<file path="src/rtl/usbhw_ctl_pkg.sv">
package usbhw_ctl_pkg;

    localparam int DATA_W   = 32;
    localparam int NUM_CFG  = 3;
    localparam int SRST_BIT = 1;

    localparam int OFF_REV  = 'h00;
    localparam int OFF_SYS  = 'h10;
    localparam int OFF_STAT = 'h14;
    localparam int OFF_HOST = 'h40;
    localparam int OFF_DBG  = 'h44;

    localparam logic [DATA_W-1:0] REV_VALUE  = 32'h0000_0010;
    localparam logic [DATA_W-1:0] STAT_VALUE = 32'h0000_0007;

    // Index of each writable register in the configuration array.
    localparam int IDX_SYS  = 0;
    localparam int IDX_HOST = 1;
    localparam int IDX_DBG  = 2;

    localparam logic [DATA_W-1:0] CFG_RST  [NUM_CFG] = '{32'h0000_0001, 32'h0000_0700, 32'h0000_0020};
    localparam logic [DATA_W-1:0] CFG_MASK [NUM_CFG] = '{32'h0000_311D, 32'h0000_1F3D, 32'h000F_00FF};

    typedef enum logic [2:0] {
        SEL_NONE,
        SEL_REV,
        SEL_STAT,
        SEL_SYS,
        SEL_HOST,
        SEL_DBG
    } sel_e;

    typedef struct packed {
        logic             rd;
        logic             wr;
        logic [DATA_W-1:0] data;
    } acc_t;

    function automatic logic is_read_only(sel_e s);
        return (s == SEL_REV) || (s == SEL_STAT);
    endfunction

    function automatic sel_e cfg_sel(int idx);
        case (idx)
            IDX_SYS:  return SEL_SYS;
            IDX_HOST: return SEL_HOST;
            default:  return SEL_DBG;
        endcase
    endfunction

endpackage

</file>
<file path="src/rtl/usbhw_addr_dec.sv">
module usbhw_addr_dec
    import usbhw_ctl_pkg::*;
#(
    parameter int ADDR_W = 12
) (
    input  logic [ADDR_W-1:0] addr,
    output sel_e              sel
);
    always_comb begin
        sel = SEL_NONE;
        if (addr == ADDR_W'(OFF_REV))  sel = SEL_REV;
        if (addr == ADDR_W'(OFF_SYS))  sel = SEL_SYS;
        if (addr == ADDR_W'(OFF_STAT)) sel = SEL_STAT;
        if (addr == ADDR_W'(OFF_HOST)) sel = SEL_HOST;
        if (addr == ADDR_W'(OFF_DBG))  sel = SEL_DBG;
    end
endmodule

</file>
<file path="src/rtl/usbhw_field_reg.sv">
module usbhw_field_reg
    import usbhw_ctl_pkg::*;
#(
    parameter logic [DATA_W-1:0] RST_VAL = '0,
    parameter logic [DATA_W-1:0] MASK    = '1
) (
    input  logic              clk,
    input  logic              rst,
    input  logic              clr,
    input  logic              we,
    input  logic [DATA_W-1:0] wdata,
    output logic [DATA_W-1:0] q
);
    always_ff @(posedge clk) begin
        if (rst || clr)
            q <= RST_VAL;
        else if (we)
            q <= wdata & MASK;
    end

    // no bit outside the writable mask is ever held
    p_in_mask_r4: assert property (@(posedge clk) disable iff (rst)
        we && !clr |=> (q & ~MASK) == '0);

    // a clear wins over a write in the same cycle
    p_clear_wins_r7: assert property (@(posedge clk) disable iff (rst)
        clr |=> q == RST_VAL);
endmodule

</file>
<file path="src/rtl/usbhw_cfg_bank.sv">
module usbhw_cfg_bank
    import usbhw_ctl_pkg::*;
(
    input  logic              clk,
    input  logic              rst,
    input  sel_e              sel,
    input  acc_t              acc,
    output logic [DATA_W-1:0] cfg_q [NUM_CFG]
);
    logic soft_rst;
    assign soft_rst = acc.wr && (sel == SEL_SYS) && acc.data[SRST_BIT];

    for (genvar i = 0; i < NUM_CFG; i++) begin : g_cfg
        logic we_i;
        assign we_i = acc.wr && (sel == cfg_sel(i));
        usbhw_field_reg #(
            .RST_VAL (CFG_RST[i]),
            .MASK    (CFG_MASK[i])
        ) u_reg (
            .clk   (clk),
            .rst   (rst),
            .clr   (soft_rst),
            .we    (we_i),
            .wdata (acc.data),
            .q     (cfg_q[i])
        );
    end

    // soft reset reloads every register of the bank
    p_soft_reload_r7: assert property (@(posedge clk) disable iff (rst)
        acc.wr && sel == SEL_SYS && acc.data[SRST_BIT] |=>
            cfg_q[IDX_SYS] == CFG_RST[IDX_SYS] && cfg_q[IDX_HOST] == CFG_RST[IDX_HOST]
            && cfg_q[IDX_DBG] == CFG_RST[IDX_DBG]);

    // writes outside the writable registers leave the bank untouched
    p_ro_stable_r8: assert property (@(posedge clk) disable iff (rst)
        acc.wr && (is_read_only(sel) || sel == SEL_NONE) |=>
            $stable(cfg_q[IDX_SYS]) && $stable(cfg_q[IDX_HOST]) && $stable(cfg_q[IDX_DBG]));

    // the soft-reset bit never reads back as set
    p_srst_zero_r7: assert property (@(posedge clk) disable iff (rst)
        1'b1 |=> !cfg_q[IDX_SYS][SRST_BIT]);
endmodule

</file>
<file path="src/rtl/usbhw_rd_mux.sv">
module usbhw_rd_mux
    import usbhw_ctl_pkg::*;
(
    input  sel_e              sel,
    input  logic [DATA_W-1:0] cfg_q [NUM_CFG],
    output logic [DATA_W-1:0] rd_val
);
    always_comb begin
        case (sel)
            SEL_REV:  rd_val = REV_VALUE;
            SEL_STAT: rd_val = STAT_VALUE;
            SEL_SYS:  rd_val = cfg_q[IDX_SYS];
            SEL_HOST: rd_val = cfg_q[IDX_HOST];
            SEL_DBG:  rd_val = cfg_q[IDX_DBG];
            default:  rd_val = '0;
        endcase
    end
endmodule

</file>
<file path="src/rtl/usbhw_ctl_regs.sv">
module usbhw_ctl_regs
    import usbhw_ctl_pkg::*;
#(
    parameter int ADDR_W = 12
) (
    input  logic              clk,
    input  logic              rst,
    input  logic [ADDR_W-1:0] addr,
    input  logic              rd_en,
    input  logic              wr_en,
    input  logic [DATA_W-1:0] wdata,
    output logic [DATA_W-1:0] rdata,
    output logic              err
);
    sel_e              sel;
    acc_t              acc;
    logic [DATA_W-1:0] cfg_q [NUM_CFG];
    logic [DATA_W-1:0] rd_val;

    assign acc = '{rd: rd_en, wr: wr_en, data: wdata};

    usbhw_addr_dec #(.ADDR_W(ADDR_W)) u_dec (
        .addr (addr),
        .sel  (sel)
    );

    usbhw_cfg_bank u_bank (
        .clk   (clk),
        .rst   (rst),
        .sel   (sel),
        .acc   (acc),
        .cfg_q (cfg_q)
    );

    usbhw_rd_mux u_mux (
        .sel    (sel),
        .cfg_q  (cfg_q),
        .rd_val (rd_val)
    );

    always_ff @(posedge clk) begin
        if (rst)
            rdata <= '0;
        else
            rdata <= rd_en ? rd_val : '0;
    end

    assign err = ((acc.rd || acc.wr) && sel == SEL_NONE) || (acc.wr && is_read_only(sel));

    // no error pulse without an access
    p_err_idle_r11: assert property (@(posedge clk) disable iff (rst)
        !rd_en && !wr_en |-> !err);

    // read data returns to zero after a cycle with no read
    p_rdata_idle_r10: assert property (@(posedge clk) disable iff (rst)
        !rd_en |=> rdata == '0);

    // the revision word is constant
    p_rev_const_r2: assert property (@(posedge clk) disable iff (rst)
        rd_en && addr == ADDR_W'(OFF_REV) |=> rdata == REV_VALUE);

    // the status word always reports every reset done
    p_stat_const_r3: assert property (@(posedge clk) disable iff (rst)
        rd_en && addr == ADDR_W'(OFF_STAT) |=> rdata == STAT_VALUE);

    // an unmapped read returns zero
    p_hole_zero_r9: assert property (@(posedge clk) disable iff (rst)
        rd_en && err && !wr_en |=> rdata == '0);
endmodule

</file>
<file path="config.mk">
export PLATFORM = sky130hd
export DESIGN_NAME = usbhw_ctl_regs
export DESIGN_NICKNAME = d
export VERILOG_FILES = /design/src/rtl/usbhw_ctl_pkg.sv /design/src/rtl/usbhw_addr_dec.sv /design/src/rtl/usbhw_field_reg.sv /design/src/rtl/usbhw_cfg_bank.sv /design/src/rtl/usbhw_rd_mux.sv /design/src/rtl/usbhw_ctl_regs.sv
export SDC_FILE = /design/constraint.sdc
export NUM_CORES = 1
export LEC_CHECK = 0
export BUFFER_PORTS_ARGS = -buffer_cell sky130_fd_sc_hd__buf_2
export CORE_MARGIN = 4
export CORE_UTILIZATION = 57
export CTS_BUF_LIST = sky130_fd_sc_hd__clkbuf_4 sky130_fd_sc_hd__clkbuf_8 sky130_fd_sc_hd__clkbuf_16
export CTS_CLUSTER_DIAMETER = 50
export DETAILED_ROUTE_END_ITERATION = 6
export PLACE_DENSITY = 0.87
export SLEW_MARGIN = 20
export SYNTH_ARGS = -nofsm -noshare
export SYNTH_HDL_FRONTEND = slang
export SYNTH_HIERARCHICAL = 1
export SYNTH_SLANG_ARGS = --single-unit
</file>
<file path="constraint.sdc">
create_clock -name clk -period 8 [get_ports clk]
set_input_delay 1.6 -clock clk [delete_from_list [all_inputs] [get_ports clk]]
set_output_delay 1.6 -clock clk [all_outputs]
set_load 0.05 [all_outputs]
</file>
# --- Word-level counts from Yosys, hierarchy flattened ---
# Index checks and enable logic that the tools add are counted.
word_totals:
  ff_bits: 61
  inputBits: 48
  output_inout_bits: 33
  word_cells: 33
classes:
  eq_ne: 9
  muxes: 6
  bitwise_logic: 1
  reduce_logical: 13
op_table:
  columns: ["operator", "count"]
  rows:
  - ["one-hot mux 20 bit (5 select lines)", 1]
  - ["equality test 12 x 5 -> 1 bit (second input constant)", 2]
  - ["equality test 12 x 7 -> 1 bit (second input constant)", 2]
  - ["zero test 12 bit", 1]
  - ["equality test 3 x 2 -> 1 bit (second input constant)", 2]
  - ["equality test 3 bit (second input constant)", 2]
  - ["logical AND 1 bit", 6]
  - ["2-to-1 mux 3 bit", 2]
  - ["logical OR 1 bit", 4]
  - ["2-to-1 mux 2 bit", 2]
  - ["equality test 3 x 1 -> 1 bit (second input constant)", 1]
  - ["zero test 3 bit", 1]
  - ["OR reduction 2 bit", 1]
  - ["2-to-1 mux 1 bit", 1]
  - ["inverter 1 bit", 1]

# --- Depth between registers and ports, before layout ---
logic_depth:
  word_depth: 10
  ltp_mapped: 9
  mapped_depth_nobuf: 7

# --- By module ---
# The synthesis kept the hierarchy.
modules_own_cells:
  columns: ["mod", "instances", "cells_per_inst", "area_each_um2", "seq_area_each_um2"]
  rows:
  - ["usbhw_ctl_regs", 1, 71, 897.1, 640.6]
  - ["usbhw_rd_mux", 1, 83, 832.0, 0.0]
  - ["usbhw_field_reg (u_bank.g_cfg[2].u_reg)", 1, 60, 584.3, 240.2]
  - ["usbhw_field_reg (u_bank.g_cfg[1].u_reg)", 1, 57, 529.3, 200.2]
  - ["usbhw_field_reg (u_bank.g_cfg[0].u_reg)", 1, 50, 445.4, 140.1]
  - ["usbhw_addr_dec", 1, 10, 63.8, 0.0]
  - ["usbhw_cfg_bank", 1, 4, 40.0, 0.0]

# --- Least setup slack after synthesis ---
# No wires, ideal clock.
synth_path:
  kind: "input -> output"
  startpoint: "input addr[7]"
  endpoint: "output err"
  t_arrival_ns: 2.869
  required_ns: 6.400
  slack_ns: 3.531
  path_stages: 4
  n_path_buf: 0
  path_cell_list: "nor4_2 nand3_1 nor2b_1 a21oi_2"
synth_via:
  word_cells_on_any_way: 17
  cone_classes: "eq/ne (6); mux (5); reduce/logical (6)"
synth_rtl:
  columns: ["item", "line", "source"]
  rows:
  - ["from (decl)", "usbhw_ctl_regs.sv:8", "input logic [ADDR_W-1:0] addr,"]
  - ["equality test 12 x 7 -> 1 bit", "usbhw_addr_dec.sv:14", "if (addr == ADDR_W'(OFF_HOST)) sel = SEL_HOST;"]
  - ["2-to-1 mux 3 bit", "usbhw_addr_dec.sv:14", null]
  - ["2-to-1 mux 3 bit *", "usbhw_addr_dec.sv:15", "if (addr == ADDR_W'(OFF_DBG)) sel = SEL_DBG;"]
  - ["named net sel[2]", "usbhw_ctl_regs.sv:15", "sel_e sel;"]
  - ["equality test 3 x 1 -> 1 bit or equality test 3 x 2 -> 1 bit (tied branches)", "usbhw_ctl_pkg.sv:40", "return (s == SEL_REV) || (s == SEL_STAT);"]
  - ["logical OR 1 bit", "usbhw_ctl_pkg.sv:40", null]
  - ["logical AND 1 bit", "usbhw_ctl_regs.sv:48", "assign err = ((acc.rd || acc.wr) && sel == SEL_NONE) || (acc.wr && is_read_only(sel));"]
  - ["logical OR 1 bit *", "usbhw_ctl_regs.sv:48", null]
  - ["to (decl)", "usbhw_ctl_regs.sv:13", "output logic err"]
# The timed path passes the listed nets; every way through them passes the cells marked *.

# --- Worst setup path in the final report ---
layout_path:
  startpoint: "input addr[7]"
  endpoint: "output err"
layout_via:
  elab_chain_len: 10
  word_cells_on_any_way: 17
  cone_classes: "eq/ne (6); mux (5); reduce/logical (6)"
layout_lines:
  columns: ["item", "line", "source"]
  rows:
  - ["zero test 12 bit", "usbhw_addr_dec.sv:11", "if (addr == ADDR_W'(OFF_REV)) sel = SEL_REV;"]
  - ["2-to-1 mux 1 bit", "usbhw_addr_dec.sv:11", null]
  - ["2-to-1 mux 2 bit", "usbhw_addr_dec.sv:12", "if (addr == ADDR_W'(OFF_SYS)) sel = SEL_SYS;"]
  - ["2-to-1 mux 2 bit", "usbhw_addr_dec.sv:13", "if (addr == ADDR_W'(OFF_STAT)) sel = SEL_STAT;"]
  - ["2-to-1 mux 3 bit", "usbhw_addr_dec.sv:14", null]
  - ["2-to-1 mux 3 bit *", "usbhw_addr_dec.sv:15", null]
  - ["named net sel[0]", "usbhw_ctl_regs.sv:15", null]
  - ["equality test 3 x 1 -> 1 bit or equality test 3 x 2 -> 1 bit (tied branches)", "usbhw_ctl_pkg.sv:40", null]
  - ["logical OR 1 bit", "usbhw_ctl_pkg.sv:40", null]
  - ["logical AND 1 bit", "usbhw_ctl_regs.sv:48", null]
  - ["logical OR 1 bit *", "usbhw_ctl_regs.sv:48", null]
# Marks and branches as above.

==> metrics.md <==
| Metric | Value |
|---|---|
| Postcts setup bufs | `0` |
| CTS root buf | `clkbuf_8` |
| Port bufs | `between 60 and 70` |
| CP required | `6.40 ns` |
| Clock Skew | `0.00395 ns` |
| Critical path endpoint category | `output port` |
| Initial antenna violation count | `0` |
| DRT Pass-1 Iters | `4` |
| Post-synth top area cell | `dfxtp_1` |
| Fraction of layout cells with a size suffix above 1 | `0.258` |
| Post-cts sizing count | `0` |
| Reg-to-reg setup timing slack | `6.98 ns` |
| Share of Yosys cell area claimed by the top area cell type | `0.360` |
| Vias in the first global route | `2269` |
| DIE WIDTH | `85.1 um` |
| Final setup violation count | `0` |
| WL final | `5.86 mm` |
| Slew Limit Fails | `0` |
| FF-to-FF path depth | `4` |
| CTS Buf Count | `9` |
| Final period utilization | `0.630` |
| Drc violations | `0` |
| Number of synthesized flops with an enable pin | `0` |
| Hold buffer count at CTS | `0` |
| GP Congestion | `between 0.7 and 0.8` |
| Seq cells post-synth | `61` |
| Worst hold path type | `reg -> reg` |
| Least-Margin Pin Slew | `0.877 ns` |
| Final hold vios | `0` |
| Num Clock Sinks | `61` |
| Count leader, synth | `buf_4` |
| Yosys Warn Count | `6` |
| Hold path start | `u_bank/g_cfg[1].u_reg/q[8]` |
| Min Tclk post-route | `between 5 and 6 ns` |
| Crit path DAT | `3.44 ns` |
| Top Ports | `81` |
| Wire length per cell | `12.5 um` |
| Async set or reset register ratio after synthesis | `0` |
| RSZ-0062 raised after global routing | `false` |
| Min Hold Slack | `0.485 ns` |
| VDD IR-drop max | `0.0896 mV` |
| Reg-to-reg critical path startpoint | `u_bank/g_cfg[0].u_reg/q[4]` |
| Max-slew headroom | `0.414` |
| Mapped cell area | `roughly 0.0034 mm2` |
| Leading post-synthesis cells by cell area | `dfxtp_1 36%, mux2i_1 17%, buf_4 15%` |
| Final ANT Viol Nets | `0` |
| Primary FF master, synth | `dfxtp_1` |
| First-pass GRT wire length | `a little over 10 mm` |
| Final Power | `between 0.5 and 0.6 mW` |
| Clk_lat worst skew | `0.33 ns` |
| Hpwl dp | `4.15 mm` |
| Status | `finished clean` |
| FP Rows | `27` |
| Antenna diode count | `0` |
| Maxcap violations | `0` |
| M3 GR Usage | `0.0495` |
| Area Growth Syn to Fin | `6.20%` |
| PnR worst setup slack | `2.96 ns` |
| Critical path class | `in -> out` |
| CTS max path bufs | `2` |
| GRT Util Overall | `0.176` |
| Grt peak-use layer | `met2` |
| Post-synthesis cell type count | `37` |
| Largest net degree at the start of global routing | `33` |
| Die Footprint | `0.00725 mm2` |
| Die H | `85.1 um` |
| Max Freq | `199 MHz` |
| CP Launch Type | `primary input` |
| Global route total overflow | `0` |
| Core Region | `0.00564 mm2` |
| Pleak | `1.53 nW` |
| Worst hold path stage count | `2` |
| Initial Util | `0.601` |
| Final net count | `440` |
| Reg2reg end | `rdata[4]` |
| Power Dens Cells | `162 mW/mm2` |
| Worst-path clk slew | `0.07 ns` |
| Cells after Synth | `approximately 340` |
| H-tree depth | `3` |
| Total negative slack | `0 ns` |
| Sequential-to-total area share from yosys stat | `0.360` |
| Met2 Track Usage GR | `0.319` |
| Initial DRC count | `66` |
| Routing usage on met1 | `0.188` |
| Hold Path Sink | `u_bank/g_cfg[1].u_reg/q[8]` |
| Most frequent cells after synthesis | `70 x buf_4, 61 x dfxtp_1, 58 x mux2i_1` |
| Crit-path max FO | `27` |
| Routed via count | `roughly 2.2k` |
| Pre-CTS setup slack | `2.93 ns` |
| Vias per cell | `roughly 4.7` |
| Synthesized area per cell | `10.1 um2` |
| CTS tree | `done` |
-- final cells by class --
type	count	area, um2
inverters	1	3.75
fillers	480	2040
flip-flops and latches	61	1220
clock buffers	14	180
clock inverters	1	5.00
repair buffers	67	338
multi-input cells	252	1760
well taps	72	90.1
-- worst max-delay path by stage --
stage	slack [ns]	end	cells after the start	start
floorplan	3.53	err	4	addr[7]
global placement	2.98	err	7	addr[7]
detailed placement	2.93	err	7	addr[7]
CTS	2.93	err	7	addr[7]
global route	2.79	err	7	addr[7]
finish	2.96	err	7	addr[7]
-- per-layer routing --
metal	up-vias	share of wire
li1	1116	-
met1	1010	0.40
met2	65	0.51
met3	11	0.069
met4	0	0.019
met5	-	0
-- registers in the layout, indices dropped and copies added (netlist names) --
| signal | flops |
|---|---|
| rdata | 32 |
| u_bank/g_cfg.u_reg/q | 29 |
-- metrics by stage --
stage	instances	cell area [um2]	utilization
final	468	3600	0.639
after CTS	468	3600	0.639
after detailed placement	453	3420	0.606
after global routing	468	3600	0.639
after global placement	453	3420	0.606
after floorplan	399	3630	-
-- kinds of logic after synthesis --
logic type,after synthesis,synth area share
AOI/OAI and AO/OA,38,0.113
DFF,61,0.360
buffers and inverters,86,0.193
and+or+nand+nor,89,0.160
muxes,58,0.171
other,3,0.00332
-- cells in the final DEF (no fill, tap or decap), drive strengths merged --
cell type  count
conb          67
buf           67
nand2          4
nor2b          8
o2bb2ai       28
and4b          2
nor3           1
nor4           1
a21bo          1
a21oi          2
nand2b         2
mux2i         58
nor3b          2
and2b          1
clkbuf        14
nor2          29
and2          33
a21o           1
a211o          2
nand3          1
or2            3
clkinv         1
or3b           1
and4bb         1
dfxtp         61
inv            1
o22ai          4
-- worst max-delay path: stages --
cell and delay [ns]:
buf_2 0.10, nor4_2 0.26, nand3_1 0.21, nor2_4 0.70, a21bo_2 0.26, a21oi_2 0.05, buf_2 0.25
-- power breakdown --
| part | total, mW | leakage [nW] | switching, mW | internal, mW |
|---|---|---|---|---|
| clock | 0.253 | 0.0994 | 0.110 | 0.143 |
| combinational | 0.0281 | 0.944 | 0.0174 | 0.0107 |
| sequential | 0.304 | 0.491 | 0.00000851 | 0.304 |
(Power assumes the default switching activity.)
